===== config.mk =====
export PLATFORM = sky130hd
export DESIGN_NAME = ctl_word_rx
export DESIGN_NICKNAME = d
export VERILOG_FILES = /design/src/rtl/ctl_word_rx.sv
export SDC_FILE = /design/constraint.sdc
export NUM_CORES = 1
export LEC_CHECK = 0
export BUFFER_PORTS_ARGS = -buffer_cell sky130_fd_sc_hd__buf_2
export CORE_MARGIN = 5
export CORE_UTILIZATION = 51
export DETAILED_ROUTE_END_ITERATION = 7
export GPL_TIMING_DRIVEN = 0
export PLACE_DENSITY = 0.74
export SYNTH_ARGS = -nofsm -noshare
export SYNTH_HDL_FRONTEND = slang
export SYNTH_SLANG_ARGS = --single-unit

===== constraint.sdc =====
create_clock -name clk -period 1.97 [get_ports clk]
set_clock_uncertainty 0.2 [all_clocks]
set_input_delay 0.591 -clock clk [delete_from_list [all_inputs] [get_ports clk]]
set_output_delay 0.591 -clock clk [all_outputs]
set_load 0.02 [all_outputs]

===== src/rtl/ctl_word_rx.sv =====
module ctl_word_rx #(
  parameter int WORD_W = 14,
  parameter int SYNC_N = 2
) (
  input  logic       clk,
  input  logic       rst_n,
  input  logic       ser_clk,
  input  logic       ser_dat,
  input  logic       ser_stb,
  output logic [1:0] tape_sel,
  output logic       fast_speed,
  output logic       meter_boost,
  output logic [1:0] src_sel,
  output logic       pb_mode,
  output logic       gain_set,
  output logic       mpx_en,
  output logic       nr_en,
  output logic       nr_type_c,
  output logic [5:0] in_vol,
  output logic [4:0] eq_vol,
  output logic [5:0] bias_code
);
  localparam int PIPE = SYNC_N + 1;
  localparam logic [1:0] SRC_RP = 2'b01;

  logic [PIPE-1:0]   ck_q, dt_q, st_q;
  logic [WORD_W-1:0] sh;
  logic [10:0]       mode_r;
  logic [5:0]        ivol_r, bias_r;
  logic [4:0]        evol_r;

  always_ff @(posedge clk or negedge rst_n)
    if (!rst_n) begin
      ck_q <= '0;
      dt_q <= '0;
      st_q <= '0;
    end else begin
      ck_q <= {ck_q[PIPE-2:0], ser_clk};
      dt_q <= {dt_q[PIPE-2:0], ser_dat};
      st_q <= {st_q[PIPE-2:0], ser_stb};
    end

  wire stb_hi   = st_q[SYNC_N-1];
  wire ck_rise  = ck_q[SYNC_N-1] & ~ck_q[SYNC_N];
  wire stb_fall = st_q[SYNC_N] & ~st_q[SYNC_N-1];
  wire bit_in   = dt_q[SYNC_N-1];

  always_ff @(posedge clk or negedge rst_n)
    if (!rst_n) sh <= '0;
    else if (stb_hi && ck_rise) sh <= {sh[WORD_W-2:0], bit_in};

  always_ff @(posedge clk or negedge rst_n)
    if (!rst_n) begin
      mode_r <= '0;
      ivol_r <= '0;
      evol_r <= '0;
      bias_r <= '0;
    end else if (stb_fall) begin
      unique case (sh[WORD_W-1:WORD_W-2])
        2'b00: begin
          mode_r <= sh[10:0];
          if (sh[1:0] != mode_r[1:0]) bias_r <= '0;
        end
        2'b01: ivol_r <= sh[5:0];
        2'b10: evol_r <= sh[4:0];
        default: bias_r <= sh[5:0];
      endcase
    end

  assign tape_sel    = mode_r[1:0];
  assign fast_speed  = mode_r[2];
  assign meter_boost = mode_r[3];
  assign src_sel     = mode_r[5:4];
  assign pb_mode     = mode_r[6];
  assign gain_set    = mode_r[7];
  assign mpx_en      = mode_r[8];
  assign nr_en       = mode_r[9];
  assign nr_type_c   = mode_r[10];
  assign in_vol      = (src_sel == SRC_RP) ? 6'h3F : ivol_r;
  assign eq_vol      = evol_r;
  assign bias_code   = bias_r;

  p_shift_gate_r2: assert property (@(posedge clk) disable iff (!rst_n)
    !stb_hi |=> $stable(sh));

  p_write_on_fall_r3: assert property (@(posedge clk) disable iff (!rst_n)
    !stb_fall |=> ($stable(mode_r) && $stable(ivol_r) && $stable(evol_r) && $stable(bias_r)));

  p_eq_target_r4: assert property (@(posedge clk) disable iff (!rst_n)
    (stb_fall && sh[WORD_W-1:WORD_W-2] == 2'b10) |=> (eq_vol == $past(sh[4:0])));

  p_bias_clear_r7: assert property (@(posedge clk) disable iff (!rst_n)
    (stb_fall && sh[WORD_W-1:WORD_W-2] == 2'b00 && sh[1:0] != tape_sel) |=> (bias_code == 6'd0));

  p_rp_mute_r8: assert property (@(posedge clk) disable iff (!rst_n)
    (src_sel == SRC_RP) |-> (in_vol == 6'h3F));
endmodule


==> flow_summary.ini <==
[grt]
grt_pass1_vias = 1169
overflow = 0
grt_pass1_wl_um = 5630
grtUsageTotal = 0.145
grt_max_degree = 51
antenna_found_initial = 0

[detailed_routing]
drt_iter0_drc = 38
drc = 0
wl_um = 3190
num_vias = 1094
detail-route-antenna-nets = 0
post_drt_via_cell_ratio = 5.09
dr.pass1.iters = 2
wl_per_cell_um = 14.8

[clocking]
cts_tree = yes
clock-root-buffer = clkbuf_8
path_clk_slew_ps = 80
cts_sinks = 50
htree_levels = 2
cts_buffer_depth = 2
holdBufCountCts = 0
numCtsBuffers = 5
clk_latency_ps = 300

[sta]
slew_headroom = 0.291
drv_slew = 0
fmax_mhz = 530
fin_crit_ps = 1890
post-route-period-util = 0.957
tightest_slew_ps = 1060
fin_tns_setup_ps = 0
grt_setup_unrepaired = no
setup_viol = 0
hold_viol = 0

[status]
status = completed

[yosys]
netlist_area_sq_um = 1930
syn-num-nets = 137
synth_cells = 129
muxShareOfSynthArea = 0.204
yosys_warnings = 0
synthSimpleGateAreaFrac = 0.0649
synthAdderAreaFrac = 0.0195
synth_top_family_by_area = multiplexers
yosysUniqueCellTypes = 17
synth-compound-area-share = 0.0292
syn_area_per_cell_sq_um = 14.9
yosysSeqAreaShare = 0.649
synth_xor_area_frac = 0.00909
ys_ff_latch = 50

[setup_path]
crit_path_top_delay_cell = dfrtp_1
worst_ep_required_time_ps = 1180
worstReg2RegStart = sh[12]
cp-end-kind = output port
crit_fanout = 6
crit_family = flip-flops
crit_chain = nand2b_4 > nand2b_1 > buf_2
arrival_ps = 1090
crit_type = flip-flop to output port
path_buf_inv = 1
start_kind = flip-flop
worstSetupStartpoint = mode_r[5]
max_stage_delay_ps = 400

[layout]
final_common_cell = dfrtp_1
nFillCells = 304
final_cell_mix = dfrtp_1, buf_2, mux2_2
fin_util = 0.614
layout-drive-gt1-share = 0.419
antennaDiodeCount = 0
final_nets = 176
layout-area-overhead-vs-synth_pct = 16.6

[worst_hold_path]
hp-start = st_q[0]
hp-class = flip-flop to flip-flop

[run]
drv_cap = 0

[floorplanning]
die_h_um = 71.5
die_w_um = 71.5
core_sq_um = 3660
ios = 33
initial_core_util = 0.527
design.die.area_sq_um = 5110
rows = 22

[pwr]
power_density_nw_per_um2 = 1130
p_total_w = 0.00255
total_leakage_power_nw = 1.16
vdd_ir_drop_max_v = 0.000582

[placed_design]
hpwl_um = 2220
portBuffers = 32
gp_congestion = 0.718
-- path summary, 6_finish.rpt --
path | to | slack [ps] | cells past startpoint
max in group asynchronous | mode_r[9] | 640 | 1
min in group asynchronous | eq_vol[2] | 280 | 1
min | st_q[1] | 150 | 0
max | in_vol[4] | 80 | 3
min reg2reg | st_q[1] | 150 | 0
max reg2reg | bias_code[3] | 110 | 5
-- state kept, by name, indices dropped and copies added (netlist names) --
name and count:
sh 14, mode_r 11, bias_code 6, ivol_r 6
eq_vol 5, ck_q 3, st_q 3, dt_q 2
-- metal layers --
metal | vias to the layer above | routed length [um] | track usage
li1 | 509 | - | -
met1 | 558 | 1380 | 0.185
met2 | 21 | 1560 | 0.223
met3 | 6 | 176 | 0.0337
met4 | 0 | 68 | 0.0877
met5 | - | 0 | 0
-- synthesized netlist by cell type, drive strengths merged --
library cell	number	area (sq um)
nand2	10	37.5
xnor2	2	17.5
ha	3	37.5
nand3b	1	11.3
mux2	35	394
nor2b	1	8.76
o21ai	7	35.0
nand2b	7	43.8
dfrtp	50	1250
or3b	1	8.76
a31oi	1	21.3
inv	8	30.0
buf	2	16.3
nor4b	1	15.0
-- worst reg2reg max path, stage by stage (launching register included) --
cell and delay (ps):
dfrtp_1 380, inv_1 80, ha_1 340, or3b_1 400, a31oi_4 260, o21ai_1 90
-- logic make-up after synthesis --
kind of cell | after synthesis
mux | 35
xor+xnor | 2
fa+ha+maj | 3
compound gates | 8
flops | 50
simple gates | 21
buf+inv | 10
-- cell type report --
class | instances | area [sq um] | share of cell area
plain buffers | 2 | 16.3 | 0.00723
multi-input cells | 69 | 638 | 0.284
inverters | 8 | 30.0 | 0.0134
repair buffers | 32 | 170 | 0.0757
flip-flops and latches | 50 | 1250 | 0.556
well taps | 48 | 60.1 | 0.0267
clock buffers | 6 | 82.6 | 0.0367
-- timing repair --
| item | 4_1_cts | 5_1_grt |
|---|---|---|
| gates cloned | 0 | 0 |
| endpoints found under the setup margin | 6 | 6 |
| setup buffers | 0 | 0 |
| gates resized for setup | 3 | 3 |
-- metrics by stage --
stage / cell area, sq um / cells / hold slack (ps) / setup slack, ps
2_1_floorplan: 1930 / 129 / 95.4 / 279
3_3_place_gp: 2150 / 209 / 132 / 187
3_5_place_dp: 2150 / 209 / 135 / 98.9
4_1_cts: 2240 / 215 / 152 / 0.828
5_1_grt: 2250 / 215 / 164 / 15.6
6_report: 2250 / 215 / 151 / 85.0
-- report_power, final --
group	switching (W)	total [W]	internal [W]
Sequential	0.000158	0.00135	0.00119
Combinational	0.000349	0.000630	0.000281
Clock	0.000302	0.000573	0.000271
Note: power is estimated with default switching activity, not from simulation.
